$ cat config.mk
export PLATFORM = sky130hd
export DESIGN_NAME = bpd_top
export DESIGN_NICKNAME = d
export VERILOG_FILES = /design/src/rtl/bpd_pkg.sv /design/src/rtl/bpd_halfpair.sv /design/src/rtl/bpd_start_search.sv /design/src/rtl/bpd_word_capture.sv /design/src/rtl/bpd_top.sv
export SDC_FILE = /design/constraint.sdc
export NUM_CORES = 1
export LEC_CHECK = 0
export ABC_CLOCK_PERIOD_IN_PS = 2600
export BUFFER_PORTS_ARGS = -buffer_cell sky130_fd_sc_hd__clkbuf_2
export CAP_MARGIN = 30
export CORE_AREA = 5 5 85 87
export CTS_BUF_LIST = sky130_fd_sc_hd__clkbuf_8
export DETAILED_ROUTE_END_ITERATION = 16
export DIE_AREA = 0 0 90 92
export HOLD_SLACK_MARGIN = 0.02
export PLACE_DENSITY_LB_ADDON = 0.1
export SETUP_SLACK_MARGIN = 0.2
export SYNTH_ARGS = -nofsm -noshare
export SYNTH_HDL_FRONTEND = slang
export SYNTH_SLANG_ARGS = --single-unit
$ cat constraint.sdc
create_clock -name clk -period 2.6 [get_ports clk]
set_input_delay 0.52 -clock clk [delete_from_list [all_inputs] [get_ports clk]]
set_output_delay 0.52 -clock clk [all_outputs]
set_load 0.005 [all_outputs]
$ cat src/rtl/bpd_pkg.sv
package bpd_pkg;

   typedef enum logic [1:0] {
      ST_IDLE   = 2'd0,
      ST_SEARCH = 2'd1,
      ST_CAPT   = 2'd2,
      ST_HOLD   = 2'd3
   } bpd_state_e;

   // payload word number mapped to staging slot s (slot 0 lands in the top byte)
   function automatic int slot_word(input int s, input int run_first,
                                    input int run_len, input int solo);
      return (s < run_len) ? (run_first + s) : solo;
   endfunction

endpackage

$ cat src/rtl/bpd_halfpair.sv
module bpd_halfpair (
   input  logic clk,
   input  logic rst_n,
   input  logic clear,
   input  logic take,
   input  logic din,
   output logic bit_vld,
   output logic bit_val,
   output logic bit_err
);
   logic phase;
   logic first_half;

   always_ff @(posedge clk or negedge rst_n) begin
      if (!rst_n) begin
         phase      <= 1'b0;
         first_half <= 1'b0;
         bit_vld    <= 1'b0;
         bit_val    <= 1'b0;
         bit_err    <= 1'b0;
      end else begin
         bit_vld <= 1'b0;
         if (clear) begin
            phase   <= 1'b0;
            bit_err <= 1'b0;
         end else if (take) begin
            if (!phase) begin
               first_half <= din;
               phase      <= 1'b1;
            end else begin
               bit_vld <= 1'b1;
               bit_val <= first_half;
               bit_err <= (first_half == din);
               phase   <= 1'b0;
            end
         end
      end
   end

   // two halves are needed per bit, so decoded bits never come back to back
   assert_pair_spacing_R5: assert property (@(posedge clk) disable iff (!rst_n)
      bit_vld |=> !bit_vld);

endmodule

$ cat src/rtl/bpd_start_search.sv
module bpd_start_search #(
   parameter int          CODE_W      = 8,
   parameter logic [7:0]  START_CODE  = 8'hA5,
   parameter int          SEARCH_BITS = 24
) (
   input  logic clk,
   input  logic rst_n,
   input  logic clear,
   input  logic en,
   input  logic bit_val,
   output logic hit,
   output logic expire
);
   localparam int CW = $clog2(SEARCH_BITS + 1);

   logic [CODE_W-1:0] win;
   logic [CW-1:0]     cnt;
   logic [CODE_W-1:0] cand;

   generate
      if (CODE_W < 2 || CODE_W > 8) begin : g_bad_code
         $error("CODE_W out of range");
      end
      if (SEARCH_BITS < CODE_W) begin : g_bad_window
         $error("SEARCH_BITS shorter than start code");
      end
   endgenerate

   assign cand = {win[CODE_W-2:0], bit_val};

   always_comb begin
      hit    = en && (cnt >= CW'(CODE_W - 1)) && (cnt < CW'(SEARCH_BITS))
               && (cand == START_CODE[CODE_W-1:0]);
      expire = en && !hit && (cnt == CW'(SEARCH_BITS - 1));
   end

   always_ff @(posedge clk or negedge rst_n) begin
      if (!rst_n) begin
         win <= '0;
         cnt <= '0;
      end else if (clear) begin
         win <= '0;
         cnt <= '0;
      end else if (en) begin
         win <= cand;
         if (cnt != CW'(SEARCH_BITS)) cnt <= cnt + 1'b1;
      end
   end

   // once the window has closed the controller stops feeding this search
   assert_no_search_after_expiry_R4: assert property (@(posedge clk) disable iff (!rst_n)
      expire |=> !en);

endmodule

$ cat src/rtl/bpd_word_capture.sv
module bpd_word_capture #(
   parameter int WORD_W    = 8,
   parameter int WORDS     = 15,
   parameter int RUN_FIRST = 11,
   parameter int RUN_LEN   = 4,
   parameter int SOLO_WORD = 5,
   localparam int KEEP_N   = RUN_LEN + 1,
   localparam int STAGE_W  = KEEP_N * WORD_W
) (
   input  logic               clk,
   input  logic               rst_n,
   input  logic               clear,
   input  logic               en,
   input  logic               bit_val,
   input  logic               bit_err,
   output logic [STAGE_W-1:0] stage,
   output logic               err,
   output logic               full,
   output logic               last
);
   localparam int PW  = $clog2(WORD_W);
   localparam int WNW = $clog2(WORDS + 1);

   logic [PW-1:0]      pos;
   logic [WNW-1:0]     wnum;
   logic [KEEP_N-1:0]  slot_hit;
   logic [STAGE_W-1:0] wr_sel;
   logic               kept;

   generate
      for (genvar s = 0; s < KEEP_N; s++) begin : g_slot
         localparam int WNUM = bpd_pkg::slot_word(s, RUN_FIRST, RUN_LEN, SOLO_WORD);
         localparam int LSB  = (KEEP_N - 1 - s) * WORD_W;
         assign slot_hit[s] = (wnum == WNW'(WNUM));
         for (genvar b = 0; b < WORD_W; b++) begin : g_bit
            assign wr_sel[LSB + b] = en && slot_hit[s] && (pos == PW'(WORD_W - 1 - b));
         end
      end
   endgenerate

   assign kept = |slot_hit;
   assign last = en && (wnum == WNW'(WORDS)) && (pos == PW'(WORD_W - 1));

   always_ff @(posedge clk or negedge rst_n) begin
      if (!rst_n) begin
         stage <= '1;
         err   <= 1'b0;
         full  <= 1'b0;
         pos   <= '0;
         wnum  <= WNW'(1);
      end else if (clear) begin
         stage <= '1;
         err   <= 1'b0;
         full  <= 1'b0;
         pos   <= '0;
         wnum  <= WNW'(1);
      end else if (en) begin
         for (int i = 0; i < STAGE_W; i++) begin
            if (wr_sel[i]) stage[i] <= bit_val;
         end
         if (kept && bit_err) err <= 1'b1;
         if (last) full <= 1'b1;
         if (pos == PW'(WORD_W - 1)) begin
            pos  <= '0;
            wnum <= wnum + 1'b1;
         end else begin
            pos <= pos + 1'b1;
         end
      end
   end

   // a completed payload is never extended by further writes
   assert_no_write_after_full_R6: assert property (@(posedge clk) disable iff (!rst_n)
      full |-> !en);
   // the error flag only rises while bits are being captured
   assert_err_only_in_capture_R7: assert property (@(posedge clk) disable iff (!rst_n)
      $rose(err) |-> $past(en));

endmodule

$ cat src/rtl/bpd_top.sv
module bpd_top #(
   parameter int         WORD_W      = 8,
   parameter int         WORDS       = 15,
   parameter int         RUN_FIRST   = 11,
   parameter int         RUN_LEN     = 4,
   parameter int         SOLO_WORD   = 5,
   parameter int         CODE_W      = 8,
   parameter logic [7:0] START_CODE  = 8'hA5,
   parameter int         SEARCH_BITS = 24
) (
   input  logic                              clk,
   input  logic                              rst_n,
   input  logic                              half_en,
   input  logic                              data_in,
   input  logic                              line_gate,
   output logic                              line_done,
   output logic                              line_ok,
   output logic [(RUN_LEN+1)*WORD_W-1:0]     word_out
);
   import bpd_pkg::*;

   localparam int STAGE_W = (RUN_LEN + 1) * WORD_W;

   generate
      if (WORD_W < 2) begin : g_bad_word
         $error("WORD_W must be at least 2");
      end
      if (SOLO_WORD < 1 || SOLO_WORD > WORDS) begin : g_bad_solo
         $error("SOLO_WORD outside payload");
      end
      if (RUN_LEN < 1 || RUN_FIRST < 1 || RUN_FIRST + RUN_LEN - 1 > WORDS) begin : g_bad_run
         $error("kept run outside payload");
      end
      if (SOLO_WORD >= RUN_FIRST && SOLO_WORD < RUN_FIRST + RUN_LEN) begin : g_overlap
         $error("SOLO_WORD overlaps the kept run");
      end
   endgenerate

   bpd_state_e state;
   logic gate_q, rise, fall, take;
   logic bit_vld, bit_val, bit_err;
   logic hit, expire;
   logic cap_err, cap_full, cap_last;
   logic [STAGE_W-1:0] stage;

   assign rise = line_gate && !gate_q;
   assign fall = !line_gate && gate_q;
   assign take = half_en && line_gate && !rise
                 && (state == ST_SEARCH || state == ST_CAPT);

   bpd_halfpair u_pair (
      .clk     (clk),
      .rst_n   (rst_n),
      .clear   (rise),
      .take    (take),
      .din     (data_in),
      .bit_vld (bit_vld),
      .bit_val (bit_val),
      .bit_err (bit_err)
   );

   bpd_start_search #(
      .CODE_W      (CODE_W),
      .START_CODE  (START_CODE),
      .SEARCH_BITS (SEARCH_BITS)
   ) u_search (
      .clk     (clk),
      .rst_n   (rst_n),
      .clear   (rise),
      .en      (bit_vld && state == ST_SEARCH),
      .bit_val (bit_val),
      .hit     (hit),
      .expire  (expire)
   );

   bpd_word_capture #(
      .WORD_W    (WORD_W),
      .WORDS     (WORDS),
      .RUN_FIRST (RUN_FIRST),
      .RUN_LEN   (RUN_LEN),
      .SOLO_WORD (SOLO_WORD)
   ) u_cap (
      .clk     (clk),
      .rst_n   (rst_n),
      .clear   (rise),
      .en      (bit_vld && state == ST_CAPT),
      .bit_val (bit_val),
      .bit_err (bit_err),
      .stage   (stage),
      .err     (cap_err),
      .full    (cap_full),
      .last    (cap_last)
   );

   always_ff @(posedge clk or negedge rst_n) begin
      if (!rst_n) begin
         state     <= ST_IDLE;
         gate_q    <= 1'b0;
         line_done <= 1'b0;
         line_ok   <= 1'b0;
      end else begin
         gate_q    <= line_gate;
         line_done <= fall;
         line_ok   <= fall && (state == ST_HOLD) && cap_full && !cap_err;
         if (rise) begin
            state <= ST_SEARCH;
         end else if (fall) begin
            state <= ST_IDLE;
         end else begin
            unique case (state)
               ST_SEARCH: if (hit) state <= ST_CAPT;
                          else if (expire) state <= ST_HOLD;
               ST_CAPT:   if (cap_last) state <= ST_HOLD;
               default:   ;
            endcase
         end
      end
   end

   assign word_out = stage;

   // the success flag never appears outside the completion pulse
   assert_ok_within_done_R9: assert property (@(posedge clk) disable iff (!rst_n)
      line_ok |-> line_done);
   // completion is a single-cycle pulse
   assert_done_single_R9: assert property (@(posedge clk) disable iff (!rst_n)
      line_done |=> !line_done);
   // capture is only ever entered from the code search
   assert_capture_after_code_R3: assert property (@(posedge clk) disable iff (!rst_n)
      (state == ST_CAPT) |-> $past(state == ST_CAPT || state == ST_SEARCH));
   // a flagged violation in a kept word rules out success at the end of the line
   assert_err_blocks_ok_R7: assert property (@(posedge clk) disable iff (!rst_n)
      (fall && cap_err) |=> !line_ok);

endmodule

==> out/results.ini, run 1 <==
[layout]
layout-drive-gt1-share_pct=28.10
diodes=0
fin_nets=444
syn2layout_area_growth_pct=10.14
final_util_pct=64.72
postLayoutCellArea_um2=4063
fillCellCount=519
finalNonFillerCells=504

[worst_setup_path]
end_kind=register
cp-start-kind=register
cp-startpoint=gate_q$_DFF_PN0_
crit_required_ns=2.83
crit_fanout=18
crit_type=reg2reg
arrival_ns=2.31
reg2reg_from=gate_q$_DFF_PN0_

[clocking]
cts-resized-gates=0
clk_latency_ns=0.35
clk_pin_slew_worst_paths_ns=0.07
cts_hold_buf=0
h-tree-depth=3
cts_buffer_depth=2
post-cts-setup-buffer-count=0
cts.sinks=71
cts_tree=built
numCtsBuffers=9
cts_root_buf=clkbuf_8

[timing]
relSlewSlack_pct=46.81
layout_min_cycle_time_ns=2.086
rsz0062_at_grt=false
hold_violations=0
fmax_mhz=479.4
setup_tns_ns=0
tightest_slew_ns=0.7868
setup_viol=0
drv_slew=0
finClkSkew_ns=0.009476
fin_ws_ns=0.5142
min_period_over_period_pct=80.22

[place]
dpl.hpwl_um=5331
portBuffers=46
dpl_worst_slack_ns=0.2209
gp_congestion=0.7653
dp.cells=488
postPlaceCellArea_um2=3891

[pwr]
p_per_area_nw_per_um2=609.0
peakVddDrop_v=0.0005619
p_leak_nw=1.903

[global_routing]
grt_pass1_wl_um=13300
grt_pass1_vias=2692
grt_max_degree=72
overflow=0
grt_use_total_pct=19.42
grt_antenna_before_repair=0

[synthesis]
async_flop_share_pct=100.0
synth_nets=409
seq_area_frac_synth_pct=49.56
synth_area_per_cell_um2=9.531
synth.cell_area_um2=3689
ys.warnings.count=0
ys_ff_latch=71
syn_inst=387
synth-edff-count=0
synth-main-ff-cell=dfstp_2
ys_types=46

[worst_hold_path]
hold_path_class=in2async

[routing]
dr.first_iter.drc_count=132
drtPass1Iterations=4
drcViolationCount=0
vias=2839
wl_per_cell_um=15.37
wl_um=7747
ant_nets=0
viasPerCell=5.633

[run_status]
status=complete, no violations

[floorplanning]
die_w_um=90
die_h_um=92
num_rows=29
io_pins=47
die_area_um2=8280
initial_core_util_pct=58.76
coreArea_um2=6277

[job]
maxCapViolations=0

==> cells in the final DEF (no fill, tap or decap), types with 5 or more instances in the layout <==
cell      instances
a21oi_1          30
and2_1            5
clkbuf_2         45
clkbuf_8         11
dfrtp_1          30
dfstp_2          41
ha_1             17
inv_1            17
mux2i_1           7
nand2_1          81
nand3_1          40
nor2_1           27
o21ai_0           8
o22a_1            7
o22a_2            7
==> worst paths after layout <==
| check | to | slack, ns | cells past startpoint |
|---|---|---|---|
| max | u_pair.bit_val$_DFFE_PN0P_ | 0.51 | 6 |
| min | u_search.win[5]$_DFFE_PN0P_ | 0.18 | 2 |
| max reg2reg | u_pair.bit_val$_DFFE_PN0P_ | 0.51 | 6 |
| min reg2reg | u_cap.stage[30]$_DFFE_PN1P_ | 0.49 | 2 |
| max in group asynchronous | u_cap.wnum[0]$_DFFE_PN1P_ | 2.07 | 2 |
| min in group clk | gate_q$_DFF_PN0_ | 0.32 | 1 |
==> cells by family (layout without fill, tap and decap cells) <==
logic type | Yosys count | in the layout | share of synthesized area (%)
DFF | 71 | 71 | 49.56
muxes | 9 | 9 | 2.510
and+or+nand+nor | 179 | 179 | 22.52
AOI/OAI and AO/OA | 65 | 65 | 12.18
adders and majority gates | 17 | 17 | 5.767
xor gates and xnor gates | 6 | 6 | 1.425
buffers and inverters | 40 | 80 | 6.038
==> per-layer routing <==
metal / vias up / wire length [um] / GRT usage, %
met1: 1373 / 3443 / 24.97
li1: 1378 / - / -
met2: 73 / 3803 / 32.01
met3: 15 / 358 / 4.419
met5: - / 0 / 0
met4: 0 / 142 / 7.568
==> critical path: stages (launching register included) <==
cell and delay [ns]:
dfrtp_1 0.35, inv_1 0.05, ha_1 0.23, buf_4 0.22, nor4b_1 0.60, nand2_1 0.20, mux2_2 0.31
==> through the flow <==
stage | hold slack, ns | total power, mW
floorplan | 0.2244 | 1.571
global route | 0.2194 | 2.591
CTS | 0.1987 | 2.500
detailed placement | 0.4831 | 1.716
global placement | 0.4760 | 1.703
finish | 0.1778 | 2.474
==> cells in the mapped netlist (all sizes together), types with 4 or more instances <==
master  instances  area [um2]
a21oi          30       150.1
and2            7       46.29
buf            16       132.6
clkbuf         11       41.29
dfrtp          30       750.7
dfstp          41        1077
ha             17       212.7
inv            13       48.80
mux2i           7       70.07
nand2          82       315.3
nand3          40       200.2
nor2           27       101.4
nor2b           4       25.02
o21ai           8       40.04
o22a           14       131.4
==> layout make-up <==
| class | count | area (um2) | share of cell area [%] |
|---|---|---|---|
| Sequential cell | 71 | 1828 | 45.00 |
| Inverter | 13 | 48.80 | 1.201 |
| Clock buffer | 11 | 151.4 | 3.727 |
| Timing Repair Buffer | 51 | 280.3 | 6.899 |
| Clock inverter | 5 | 20.02 | 0.4928 |
| Tap cell | 77 | 96.34 | 2.371 |
| Multi-Input combinational cell | 276 | 1638 | 40.31 |
==> power by group <==
part	total [mW]	internal, mW	switching (mW)
registers	1.29	1.20	0.0880
logic	0.404	0.175	0.229
clock network	0.780	0.384	0.396
total	2.47	1.76	0.713
==> sequential cells by signal, indices dropped and copies added, names as in the netlist, 2 cells and up <==
signal        count
u_cap.pos         3
u_search.win      7
u_cap.wnum        4
u_search.cnt      5
state             2
u_cap.stage      40
Note: power is estimated with default switching activity, not from simulation.
==> run 2: changes to the inputs <==
- ABC_CLOCK_PERIOD_IN_PS: 2600 -> 2100
- clock period: 2.6 -> 2.1 ns (I/O delays scaled with it)
==> run 2 against run 1 <==
  * Largest power group unchanged
  * Power rose by 26%
  * Sequential power increased by 22%
  * Wire length grew 0.99%
  * Flip-flop and latch count unchanged
  * Fmax is 16% higher
  * Register-to-register slack got worse by 0.22 ns
  * Design area increased by 2.8%
  * Clock power increased by 28%
  * Worst setup slack worse by 0.22 ns
  * First-iteration DRC count is 1.5% lower
  * Clock-buffer cell count decreased by 1
  * Sequential share of layout area fell by 1.2 points
==> out/results.ini, run 2 (synthesis results as in run 1) <==
[layout]
final_util_pct=66.53
fillCellCount=528
top_regs=u_cap.stage (40), u_search.win (7), u_search.cnt (5)
postLayoutCellArea_um2=4177
layout-drive-gt1-share_pct=31.59
top_register=u_cap.stage
syn2layout_area_growth_pct=13.23
largest_reg_flops=40
layout_common_cells=81 x nand2_1, 45 x clkbuf_2, 41 x dfstp_2
diodes=0
layout_commonest_cell=nand2_1
fin_nets=457
finalNonFillerCells=517

[global_routing]
grt_pass1_vias=2884
grt_use_total_pct=20.20
grt_max_degree=72
overflow=0
grt_pass1_wl_um=13830
grt_antenna_before_repair=0

[clocking]
cts_hold_buf=0
clk_latency_ns=0.35
cts_root_buf=clkbuf_8
cts_buffer_depth=2
clk_pin_slew_worst_paths_ns=0.08
cts.sinks=71
cts_tree=built
numCtsBuffers=9
post-cts-setup-buffer-count=0
h-tree-depth=3

[timing]
setup_tns_ns=0
setup_viol=0
min_period_over_period_pct=85.82
relSlewSlack_pct=70.64
rsz0062_at_grt=false
fmax_mhz=554.8
finClkSkew_ns=0.01417
tightest_slew_ns=0.4404
hold_violations=0
fin_ws_ns=0.2977
whs_ns=0.07684
layout_min_cycle_time_ns=1.802
drv_slew=0

[job]
maxCapViolations=0

[worst_setup_path]
crit_type=reg2reg
cp-start-kind=register
crit_fanout=4
crit_required_ns=2.33
arrival_ns=2.03
end_kind=register

[routing]
ant_nets=0
drtPass1Iterations=4
dr.first_iter.drc_count=130
drcViolationCount=0
viasPerCell=5.474
vias=2830
wl_per_cell_um=15.13
wl_um=7824

[floorplanning]
die_h_um=92
coreArea_um2=6277
io_pins=47
num_rows=29
initial_core_util_pct=58.76
die_area_um2=8280
die_w_um=90

[pwr]
p_leak_nw=1.954
peakVddDrop_v=0.0005815
power_mw=3.107
p_per_area_nw_per_um2=743.8

[place]
postPlaceCellArea_um2=3989
dp.cells=501
dpl_worst_slack_ns=0.2072
portBuffers=46
gp_congestion=0.7864
dpl.hpwl_um=5464

[worst_hold_path]
hold_path_class=in2async

[run_status]
status=complete, no violations

run 2: cell type report:
type	instances	area [um2]	area share, %
flip-flops and latches	71	1828	43.77
multi-input cells	276	1644	39.36
repair buffers	64	377.9	9.047
clock buffers	10	137.6	3.295
well taps	77	96.34	2.307
inverters	13	48.80	1.168
clock inverters	6	43.79	1.049
run 2: power breakdown:
group | internal (mW) | switching [mW] | total [mW] | leakage (nW)
registers | 1.49 | 0.0842 | 1.57 | 0.835
logic | 0.232 | 0.308 | 0.540 | 1.03
clock network | 0.464 | 0.531 | 0.995 | 0.0926
run 2: critical path: stages, from the launching register on:
cell     delay, ns
dfrtp_1       0.42
inv_1         0.10
ha_2          0.29
nor4b_1       0.34
buf_4         0.19
nand2_1       0.08
mux2_2        0.27
run 2: layer usage:
layer / part of all wire, % / track usage, %
met1: 43 / 25.82
met2: 52 / 33.66
met3: 4.2 / 3.928
met4: 0.56 / 8.561
met5: 0 / 0
run 2: worst paths after layout:
| path | start | end | slack [ns] | depth (start not counted) |
|---|---|---|---|---|
| setup / recovery | state[0]$_DFFE_PN0P_ | u_pair.bit_val$_DFFE_PN0P_ | 0.30 | 6 |
| hold / removal | rst_n | gate_q$_DFF_PN0_ | 0.08 | 2 |
| setup reg to reg | state[0]$_DFFE_PN0P_ | u_pair.bit_val$_DFFE_PN0P_ | 0.30 | 6 |
| hold reg to reg | u_cap.stage[31]$_DFFE_PN1P_ | u_cap.stage[31]$_DFFE_PN1P_ | 0.49 | 2 |
| max in group asynchronous | rst_n | u_cap.stage[5]$_DFFE_PN1P_ | 1.67 | 2 |
| min in group clk | line_gate | gate_q$_DFF_PN0_ | 0.21 | 1 |
run 2: what timing repair did:
| action | 4_1_cts | 5_1_grt |
|---|---|---|
| gates resized for setup | 0 | 3 |
| endpoints found under the setup margin | 0 | 12 |
| endpoints found under the hold margin | 0 | 0 |
==> run 3: changes to the inputs <==
- CORE_AREA: 5 5 85 87 -> 5 5 86 88
- CTS_BUF_LIST: sky130_fd_sc_hd__clkbuf_8 -> sky130_fd_sc_hd__clkbuf_8 sky130_fd_sc_hd__clkbuf_16
- DIE_AREA: 0 0 90 92 -> 0 0 91 93
- PLACE_DENSITY: unset -> 0.82
- PLACE_DENSITY_LB_ADDON: 0.1 -> unset
==> run 3 against run 2 <==
  * Combinational power grew 5.0%
  * Fmax rose by 2.0%
  * First-iteration DRC count is 67% higher
  * Worst setup slack gained 0.035 ns
  * Clock power is 6% higher
  * Core utilization down 2.5 points
  * Clock skew shrank 0.0019 ns
  * Wire length up 3.4%
  * Critical endpoint is now u_cap.stage[20]$_DFFE_PN1P_
  * Largest cell class unchanged
==> out/results.ini, run 3 (synthesis results as in run 1) <==
[worst_setup_path]
critical_path_buf_inv_count=2
arrival_ns=2.04
cp.depth=8
crit_slowest_cell=dfrtp_1
crit_type=reg2reg
end_kind=register
slowest_delay_ns=0.41
cp_top_family=simple AND/OR/NAND/NOR gates
cp-endpoint=u_cap.stage[20]$_DFFE_PN1P_
cp-startpoint=state[0]$_DFFE_PN0P_
reg2reg_from=state[0]$_DFFE_PN0P_
crit_path_frequent_cell=nand2_1
rr_endpoint=u_cap.stage[20]$_DFFE_PN1P_
crit_required_ns=2.37
crit_fanout=13
cp-start-kind=register
cp_cell_sequence=inv_1, ha_2, and2_4, and3_1, buf_4, nand2_1, mux2i_1, nand2_1
reg2reg_slack_ns=0.33
r2r_cells=8

[layout]
top_register=u_cap.stage
top_regs=u_cap.stage (40), u_search.win (7), u_search.cnt (5)
syn2layout_area_growth_pct=14.01
layout_common_cells=81 x nand2_1, 45 x clkbuf_2, 41 x dfstp_2
layout_commonest_cell=nand2_1
largest_reg_flops=40
finalNonFillerCells=521
seq_area_um2=1828
fin_nets=458
layout-drive-gt1-share_pct=31.52
final_util_pct=64.02
fillCellCount=526
multi_input_area_um2=1653
diodes=0

[clocking]
cts.sinks=71
cts_tree=built
clk_latency_ns=0.35
h-tree-depth=3
clk_pin_slew_worst_paths_ns=0.07
numCtsBuffers=9
cts_buffer_depth=2
cts_root_buf=clkbuf_8

[routing]
drcViolationCount=0
dr.first_iter.drc_count=217
ant_nets=0
drtPass1Iterations=4
viasPerCell=5.674
vias=2956
wl_per_cell_um=15.53
wl_um=8090

[worst_hold_path]
hold_path_class=in2reg
hold_path_depth=1

[pwr]
peakVddDrop_v=0.0005681
p_leak_nw=1.971
p_per_area_nw_per_um2=761.7

[timing]
drv_slew=0
tightest_slew_ns=0.4319
setup_viol=0
fin_ws_ns=0.3330
min_period_over_period_pct=84.14
layout_min_cycle_time_ns=1.767
rsz0062_at_grt=false
relSlewSlack_pct=71.21
fmax_mhz=565.9
finClkSkew_ns=0.01224
setup_tns_ns=0
hold_violations=0

[floorplanning]
die_area_um2=8463
coreArea_um2=6569
io_pins=47
num_rows=30
die_h_um=93
initial_core_util_pct=56.15
die_w_um=91

[job]
maxCapViolations=0

[global_routing]
grt_antenna_before_repair=0
grt_pass1_wl_um=13840
grt_use_total_pct=20.09
overflow=0
grt_max_degree=40
grt_use_met1_pct=26.64
grt_pass1_vias=2895
grt.busiest_layer=met2
grt_util_met2_pct=31.43
use_met3_pct=4.344

[place]
dpl_worst_slack_ns=0.2056
dp.cells=503
gp_congestion=0.7743
portBuffers=46
dpl.hpwl_um=5557

[run_status]
status=complete, no violations

==> run 3: worst min-delay path by stage <==
stage,from,end
finish,line_gate,gate_q$_DFF_PN0_
CTS,line_gate,gate_q$_DFF_PN0_
floorplan,rst_n,gate_q$_DFF_PN0_
global route,line_gate,gate_q$_DFF_PN0_
detailed placement,rst_n,u_search.win[4]$_DFFE_PN0P_
global placement,rst_n,u_search.win[4]$_DFFE_PN0P_
==> run 3: through the flow <==
| stage | power [mW] | hold WS [ns] | instance area [um2] |
|---|---|---|---|
| after floorplan | 1.945 | 0.1244 | 3689 |
| after global placement | 2.112 | 0.3625 | 3985 |
| after detailed placement | 2.151 | 0.3648 | 3985 |
| after CTS | 3.211 | 0.1986 | 4190 |
| after global routing | 3.364 | 0.2013 | 4205 |
| final | 3.203 | 0.2167 | 4205 |
==> run 3: where the power goes <==
| part | switching [mW] | total [mW] | internal, mW |
|---|---|---|---|
| logic | 0.325 | 0.567 | 0.243 |
| registers | 0.0939 | 1.58 | 1.49 |
| clock network | 0.513 | 1.05 | 0.541 |
==> run 3: worst reg2reg max path, stage by stage (launching register included) <==
cell and delay (ns):
dfrtp_1 0.41, inv_1 0.09, ha_2 0.23, and2_4 0.22, and3_1 0.21, buf_4 0.20, nand2_1 0.10, mux2i_1 0.17
nand2_1 0.08
==> run 3: layout make-up <==
class                           count  share of cell area, %
Clock buffer                        9                  2.946
Timing Repair Buffer               65                  9.223
Multi-Input combinational cell    276                  39.30
Inverter                           13                  1.160
Sequential cell                    71                  43.47
Clock inverter                      7                  1.517
Tap cell                           80                  2.380
==> run 3: repair_timing <==
item	in CTS	in global routing
buffers inserted	1	0
endpoints found under the hold margin	12	0
pin swaps	1	0
setup endpoints to repair	7	8
resized for setup	0	5
hold buffers	1	0
==> run 3: metal layers <==
layer / wire, um / vias up
li1: - / 1411
met1: 3542 / 1430
met2: 3880 / 93
met3: 456 / 22
met4: 210 / 0
met5: 0 / -
